File: config.mk
export PLATFORM = sky130hd
export DESIGN_NAME = simd_narrow_pack
export DESIGN_NICKNAME = d
export VERILOG_FILES = /design/src/rtl/simd_pack_pkg.sv /design/src/rtl/simd_sat_lane.sv /design/src/rtl/simd_narrow_row.sv /design/src/rtl/simd_narrow_pack.sv
export SDC_FILE = /design/constraint.sdc
export NUM_CORES = 1
export LEC_CHECK = 0
export ABC_AREA = 1
export BUFFER_PORTS_ARGS = -buffer_cell sky130_fd_sc_hd__buf_4
export CAP_MARGIN = 20
export CORE_MARGIN = 3
export CORE_UTILIZATION = 49
export DETAILED_ROUTE_END_ITERATION = 8
export PLACE_DENSITY_LB_ADDON = 0.12
export SYNTH_ARGS = -nofsm -noshare
export SYNTH_HDL_FRONTEND = slang
export SYNTH_HIERARCHICAL = 1
export SYNTH_SLANG_ARGS = --single-unit
export TNS_END_PERCENT = 30
File: constraint.sdc
create_clock -name clk_i -period 0.8 [get_ports clk_i]
set_input_delay 0.16 -clock clk_i [delete_from_list [all_inputs] [get_ports clk_i]]
set_output_delay 0.16 -clock clk_i [all_outputs]
set_load 0.01 [all_outputs]
File: src/rtl/simd_pack_pkg.sv
package simd_pack_pkg;

   // select codes equal bits [3:2] of the second opcode byte (63h, 67h, 6Bh)
   typedef enum logic [1:0] {
      PK_S16_S8  = 2'b00,
      PK_S16_U8  = 2'b01,
      PK_S32_S16 = 2'b10,
      PK_NONE    = 2'b11
   } pack_op_e;

   localparam int unsigned PK_LANE_GRAIN = 32;

endpackage

File: src/rtl/simd_sat_lane.sv
module simd_sat_lane #(
   parameter int unsigned IN_W       = 16,
   parameter int unsigned OUT_W      = 8,
   parameter bit          ZERO_FLOOR = 1'b0
) (
   input  logic [IN_W-1:0]  lane_i,
   output logic [OUT_W-1:0] lane_o
);

   localparam int unsigned EXT_W = IN_W - OUT_W;

   if (EXT_W < 2) begin : g_bad_width
      $error("simd_sat_lane: IN_W must exceed OUT_W by at least 2");
   end

   if (ZERO_FLOOR) begin : g_unsigned
      logic neg_l;
      logic big_l;
      assign neg_l  = lane_i[IN_W-1];
      assign big_l  = |lane_i[IN_W-2:OUT_W];
      assign lane_o = neg_l ? '0 : (big_l ? '1 : lane_i[OUT_W-1:0]);
   end else begin : g_signed
      logic [EXT_W:0] head_l;
      logic           fits_l;
      assign head_l = lane_i[IN_W-1:OUT_W-1];
      assign fits_l = (&head_l) | ~(|head_l);
      assign lane_o = fits_l ? lane_i[OUT_W-1:0]
                             : {lane_i[IN_W-1], {(OUT_W-1){~lane_i[IN_W-1]}}};
   end

endmodule

File: src/rtl/simd_narrow_row.sv
module simd_narrow_row #(
   parameter int unsigned IN_W       = 16,
   parameter int unsigned N_LANES    = 8,
   parameter bit          ZERO_FLOOR = 1'b0,
   localparam int unsigned OUT_W     = IN_W / 2
) (
   input  logic [N_LANES*IN_W-1:0]  row_i,
   output logic [N_LANES*OUT_W-1:0] row_o
);

   for (genvar g = 0; g < N_LANES; g++) begin : g_lane
      simd_sat_lane #(
         .IN_W      (IN_W),
         .OUT_W     (OUT_W),
         .ZERO_FLOOR(ZERO_FLOOR)
      ) sat_i (
         .lane_i(row_i[g*IN_W +: IN_W]),
         .lane_o(row_o[g*OUT_W +: OUT_W])
      );
   end

endmodule

File: src/rtl/simd_narrow_pack.sv
module simd_narrow_pack
   import simd_pack_pkg::*;
#(
   parameter int unsigned OPND_W = 64
) (
   input  logic              clk_i,
   input  logic              rst_ni,
   input  logic              in_valid_i,
   input  logic [1:0]        op_sel_i,
   input  logic [OPND_W-1:0] dst_opnd_i,
   input  logic [OPND_W-1:0] src_opnd_i,
   output logic              res_valid_o,
   output logic [OPND_W-1:0] res_data_o,
   output logic              res_illegal_o
);

   localparam int unsigned PAIR_W  = 2 * OPND_W;
   localparam int unsigned N_WORDS = PAIR_W / 16;
   localparam int unsigned N_DWRDS = PAIR_W / 32;

   if ((OPND_W % PK_LANE_GRAIN) != 0 || OPND_W == 0) begin : g_bad_opnd
      $error("simd_narrow_pack: OPND_W must be a nonzero multiple of 32");
   end

   // source above destination: lane order carries straight to the result
   logic [PAIR_W-1:0] pair_l;
   assign pair_l = {src_opnd_i, dst_opnd_i};

   logic [OPND_W-1:0] s8_l, u8_l, s16_l;

   simd_narrow_row #(.IN_W(16), .N_LANES(N_WORDS), .ZERO_FLOOR(1'b0)) row_s8_i (
      .row_i(pair_l), .row_o(s8_l));

   simd_narrow_row #(.IN_W(16), .N_LANES(N_WORDS), .ZERO_FLOOR(1'b1)) row_u8_i (
      .row_i(pair_l), .row_o(u8_l));

   simd_narrow_row #(.IN_W(32), .N_LANES(N_DWRDS), .ZERO_FLOOR(1'b0)) row_s16_i (
      .row_i(pair_l), .row_o(s16_l));

   pack_op_e          op_l;
   logic [OPND_W-1:0] nxt_data_l;
   logic              nxt_bad_l;

   assign op_l = pack_op_e'(op_sel_i);

   always_comb begin
      nxt_bad_l = 1'b0;
      unique case (op_l)
         PK_S16_S8:  nxt_data_l = s8_l;
         PK_S16_U8:  nxt_data_l = u8_l;
         PK_S32_S16: nxt_data_l = s16_l;
         default: begin
            nxt_data_l = '0;
            nxt_bad_l  = 1'b1;
         end
      endcase
   end

   always_ff @(posedge clk_i or negedge rst_ni) begin
      if (!rst_ni) begin
         res_valid_o   <= 1'b0;
         res_illegal_o <= 1'b0;
         res_data_o    <= '0;
      end else begin
         res_valid_o <= in_valid_i;
         if (in_valid_i) begin
            res_data_o    <= nxt_data_l;
            res_illegal_o <= nxt_bad_l;
         end else begin
            res_illegal_o <= 1'b0;
         end
      end
   end

endmodule

# Word level (Yosys, flattened, before mapping)
# Index checks and enable logic that the tools add are counted.
totals:
  reg_bits: 66
  out_inout_bits: 66
classes:
  n_eq_ne: 2
  bitwise_logic: 32
  muxes: 31
  reduce_logical: 34
op_table:
  columns: ["cell", "count"]
  rows:
  - ["8-bit two-way mux", 24]
  - ["64-bit case mux with 3 select lines", 1]
  - ["9-bit AND reduction", 8]
  - ["9-bit OR reduction", 8]
  - ["17-bit AND reduction", 4]
  - ["17-bit OR reduction", 4]
  - ["16-bit two-way mux", 4]
  - ["7-bit OR reduction", 8]
  - ["1-bit NOT", 20]
  - ["1-bit OR", 12]
  - ["3-bit OR reduction", 1]
  - ["2-bit by 1-bit == test with 1-bit output (second input constant)", 1]
  - ["2-bit == test (second input constant)", 1]
  - ["2-bit zero test", 1]
  - ["1-bit two-way mux", 2]

# Depth between registers and ports, before layout
logic_depth:
  word_depth: 5
  mapped_depth: 13
  depth_no_buf: 12

# Cells and area by module
# The synthesis kept the hierarchy.
modules_own_cells:
  columns: ["module", "seq_area_each_um2", "instances", "area_per_inst_um2", "cells_each"]
  rows:
  - ["simd_narrow_pack", 1651.6, 1, 3908.7, 567]
  - ["simd_sat_lane at row_s16_i.g_lane[0].sat_i ...", 0.0, 4, 299.0, 62]
  - ["simd_sat_lane at row_s8_i.g_lane[0].sat_i ...", 0.0, 8, 147.6, 32]
  - ["simd_sat_lane at row_u8_i.g_lane[0].sat_i ...", 0.0, 8, 107.6, 24]

# Least setup slack after synthesis
# Ideal clock, no wire load.
synth_timing:
  path_type: "input -> register"
  start: "in src_opnd_i[52]"
  end: "reg res_data_o[61]"
  path_stages: 10
  t_arrival_ns: 1.145
  path_slack_ns: -0.462
  path_cell_list: "or2_1 -> nor2_2 -> nand3_2 -> nand3_2 -> buf_6 -> nand2_1 -> nand3_1 -> nand3_1 -> nand2_1 -> nand2_1"
synth_via:
  elab_chain_len: 5
synth_rtl:
  columns: ["element", "line_no", "text"]
  rows:
  - ["start: declaration", "simd_narrow_pack.sv:11", "input logic [OPND_W-1:0] src_opnd_i,"]
  - ["17-bit OR reduction", "simd_sat_lane.sv:26", "assign fits_l = (&head_l) | ~(|head_l);"]
  - ["1-bit NOT", "simd_sat_lane.sv:26", null]
  - ["1-bit OR *", "simd_sat_lane.sv:26", null]
  - ["16-bit two-way mux *", "simd_sat_lane.sv:27", "assign lane_o = fits_l ? lane_i[OUT_W-1:0]"]
  - ["via s16_l[61]", "simd_narrow_pack.sv:29", "logic [OPND_W-1:0] s8_l, u8_l, s16_l;"]
  - ["64-bit case mux with 3 select lines *", "simd_narrow_pack.sv:48", "unique case (op_l)"]
  - ["end signal: assignment", "simd_narrow_pack.sv:67", "res_data_o <= nxt_data_l;"]
  - ["end: declaration", "simd_narrow_pack.sv:13", "output logic [OPND_W-1:0] res_data_o,"]
# Mark *: on every way through the listed nets, which the timed path passes. The rest lies on a longest branch.
# A chain may end at the register's enable or synchronous reset.

# Final worst setup path
layout_timing:
  start: "in src_opnd_i[19]"
  end: "reg res_data_o[35]"
# Same word-level chain as after synthesis.

==> impl_table.tex <==
\begin{tabular}{lr}
\hline
Metric & Value \\
\hline
\multicolumn{2}{l}{\textbf{Worst setup path}} \\
Critical path data arrival time & 1.41 ns \\
Cells along the critical path & buf\_6 -> or2\_1 -> nor2\_2 -> nand3\_4 -> nand3\_4 -> nand2\_1 -> nand3\_1 -> nand3\_1 -> nand2\_1 -> nand2\_1 \\
Slowest Stage Delay on Critical Path & 0.23 ns \\
Highest-delay cell along the critical path & or2\_1 \\
Sort of element at the start of the critical path & primary input \\
Element type at the critical path end & flip-flop \\
Cell type with the highest occurrence count on the critical path & nand2\_1 \\
Startpoint-to-endpoint class of the critical path & primary input to flip-flop \\
Maximum fanout count along the critical path & 8 \\
Required time at the endpoint of the critical path & 1.03 ns \\
\multicolumn{2}{l}{\textbf{Outcome}} \\
Status & finished with violations \\
Violated checks & negative setup slack \\
\multicolumn{2}{l}{\textbf{Synth}} \\
Number of instances in the synthesized netlist & 1,263 \\
Biggest area consumer among synthesized cells & nand2\_1 \\
Share of the yosys chip area belonging to registers & 23.1\% \\
Number of unique standard cell types used by synthesis & 22 \\
Post-synth design cell area & 0.00715 sq mm \\
Average footprint of a synthesized cell & 5.66 sq um \\
Top cells by area in the synthesized netlist & nand2\_1 (29\%), dfrtp\_1 (23\%), nand3\_1 (14\%) \\
Warning count from the yosys run & 6 \\
Post-synthesis net count & 1,396 \\
Number of flip-flops and latches in the synthesized netlist & 66 \\
Post-synth top area share & 29.4\% \\
\multicolumn{2}{l}{\textbf{Cells and area}} \\
Fraction of final layout cells sized beyond drive strength 1 & 33.6\% \\
Final Non-Filler Cells & 1,716 \\
Number of nets in the finished design & 1,664 \\
Leading cell type in the layout, fill and taps excluded & nand2\_1 \\
Filler cell count in the final layout & 1,120 \\
Growth of design area from synthesis to finish & 50.3\% \\
Design Area, Final & 0.0107 sq mm \\
Antenna cells & 0 \\
Commonest cells after routing, fill and taps aside & nand2\_1 (516), buf\_4 (214), nand3\_1 (181), buf\_6 (94), inv\_1 (88) \\
Core Util, Final & 76.2\% \\
\multicolumn{2}{l}{\textbf{Place}} \\
Post-DP HPWL & 16,300 microns \\
Dpl cell area & 0.00939 sq mm \\
Count of buffers from port buffering & 198 \\
Weighted congestion reported at the end of routability-driven placement & 0.890 \\
Placed Cells & 1,685 \\
\multicolumn{2}{l}{\textbf{CTS}} \\
CTS tree & done \\
Number of CTS-inserted buffers & 9 \\
Maximum number of buffers from clock root to sink & 2 \\
Reg clk slew, reported paths & 0.06 ns \\
CTS H-tree depth & 3 \\
Cell chosen for the clock root & clkbuf\_16 \\
Total clock sinks & 66 \\
Clock network latency to the later pin of the worst-skew pair & 0.33 ns \\
\multicolumn{2}{l}{\textbf{Die}} \\
Core Area & 0.0141 sq mm \\
Area of the die & 0.0161 sq mm \\
Die outline height & 127 microns \\
Rows & 43 \\
Initial Utilization & 50.7\% \\
Number of top-level pins & 199 \\
Die boundary width & 127 microns \\
\multicolumn{2}{l}{\textbf{Drt}} \\
Vias after detailed routing & 9,272 \\
Initial DRC Count & 881 \\
Met3 WL & 2130 microns \\
Detail Route Antenna Nets & 0 \\
Average wire per cell in the routed design & 14.4 microns \\
Top routing layer in use & met4 \\
Met2 WL & 11,900 microns \\
Vias per inst & 5.40 \\
Remaining DRCs & 0 \\
Wl on met1 & 10,100 microns \\
DRT Wirelength & 24,700 microns \\
Iteration count of the initial detailed-routing pass & 6 \\
\multicolumn{2}{l}{\textbf{Global route}} \\
Vias in the first global route & 8,517 \\
Global-route total usage across every layer & 29.1\% \\
Global-route wire length before repair & 39,700 microns \\
Initial antenna violation count & 0 \\
Largest net degree at the start of global routing & 34 \\
Global route total overflow & 0 \\
\multicolumn{2}{l}{\textbf{STA}} \\
Count of endpoints failing setup in the final report & 130 \\
RSZ-0062 raised after global routing & true \\
Setup skew after layout & 0 ns \\
Final clock period utilization by the worst path & 147\% \\
Final hold viol count & 0 \\
Time the final worst path needs with I/O delays and setup & 1.18 ns \\
Maximum operating frequency & 0.850 GHz \\
Worst-case headroom to the max-slew limit & 80.0\% \\
Least setup slack across all paths after layout & -0.377 ns \\
Count of final max-slew check failures & 0 \\
Actual slew at the worst max-slew pin & 0.299 ns \\
\multicolumn{2}{l}{\textbf{Flow run}} \\
Max cap viols & 0 \\
\multicolumn{2}{l}{\textbf{Power}} \\
Reported leakage power & 0.00570 uW \\
Power density over cell area & 1190 mW/mm\^{}2 \\
Highest ir drop seen on vdd & 1390 uV \\
\multicolumn{2}{l}{\textbf{Hold path}} \\
Hold Crit Class & primary input to asynchronous set/reset pin \\
\hline
\end{tabular}
-- layout make-up --
type,count,area [sq um],share of cell area [%]
clock inverter,1,30.0,0.280
tap,180,225,2.10
sequential,66,1650,15.4
multi-input combinational,1038,5220,48.6
timing repair buffer,325,2980,27.8
clock buffer,15,288,2.68
inverter,91,342,3.18
-- worst max-delay path, delay by kind of cell --
| family | cells | cell delay [ns] |
|---|---|---|
| AND/OR/NAND/NOR | 9 | 1.14 |
| buffers and inverters | 1 | 0.09 |
-- cells by family after synthesis --
logic type | Yosys count | share of synthesized area (%)
buffers and inverters | 167 | 12.6
and+or+nand+nor | 966 | 59.8
DFF | 66 | 23.1
AOI/OAI and AO/OA | 64 | 4.48
-- timing repair --
| item | 4_1_cts | 5_1_grt |
|---|---|---|
| hold buffers | 1 | 0 |
| pin swaps | 37 | 77 |
| cloned | 7 | 1 |
| setup buffers | 5 | 1 |
| endpoints found under the setup margin | 130 | 130 |
| gates resized for setup | 105 | 129 |
| hold endpoints to repair | 66 | 0 |
-- cell usage after synthesis --
cell / n
buf_12: 4
buf_6: 12
nor2_4: 9
dfrtp_1: 66
buf_2: 15
or2_1: 12
nor2_2: 4
nand2_1: 560
nand4_1: 8
nor2_1: 104
buf_4: 13
nand2_4: 12
nand3_1: 204
nand2_2: 24
nor3_1: 13
buf_1: 13
dlygate4sd3_1: 8
inv_2: 2
a21oi_1: 64
inv_1: 89
clkbuf_1: 11
nand3_2: 16
-- routing by layer --
metal | GRT usage (%) | up-vias
li1 | - | 4509
met2 | 47.2 | 506
met5 | 0 | -
met1 | 39.3 | 4194
met3 | 5.05 | 63
met4 | 9.78 | 0
-- path summary, 6_finish.rpt --
kind | slack, ns | depth (start not counted) | from | end
max in group asynchronous | 0.18 | 3 | rst_ni | res_data_o[50]
min reg2reg | 0.49 | 2 | res_data_o[16] | res_data_o[16]
max | -0.38 | 10 | src_opnd_i[19] | res_data_o[35]
min | 0.21 | 2 | rst_ni | res_data_o[8]
max reg2reg | 0.04 | 3 | res_data_o[44] | res_data_o[44]
min in group clk_i | 0.24 | 3 | in_valid_i | res_valid_o
-- registers in the layout, indices dropped and copies added (netlist names) --
name	cells
res_data_o	64
res_illegal_o	1
res_valid_o	1
-- through the flow --
stage	setup WS (ns)	hold slack, ns	power [uW]	TNS, ns
2_1_floorplan	-0.418	-0.136	5770	-23.77
3_3_place_gp	-0.639	0.0203	7950	-36.87
3_5_place_dp	-0.663	0.0193	7990	-38.85
4_1_cts	-0.273	0.208	12700	-30.13
5_1_grt	-0.442	0.237	13500	-39.74
6_report	-0.377	0.212	12800	-33.30
-- power breakdown --
group / switching [uW] / total (uW) / leakage (uW) / internal, uW
clock network: 1510 / 4270 / 0.000156 / 2760
registers: 301 / 4000 / 0.000841 / 3700
logic: 2290 / 4560 / 0.00471 / 2270
total: 4100 / 12800 / 0.00570 / 8730
Power figures use the tool's default switching activity.
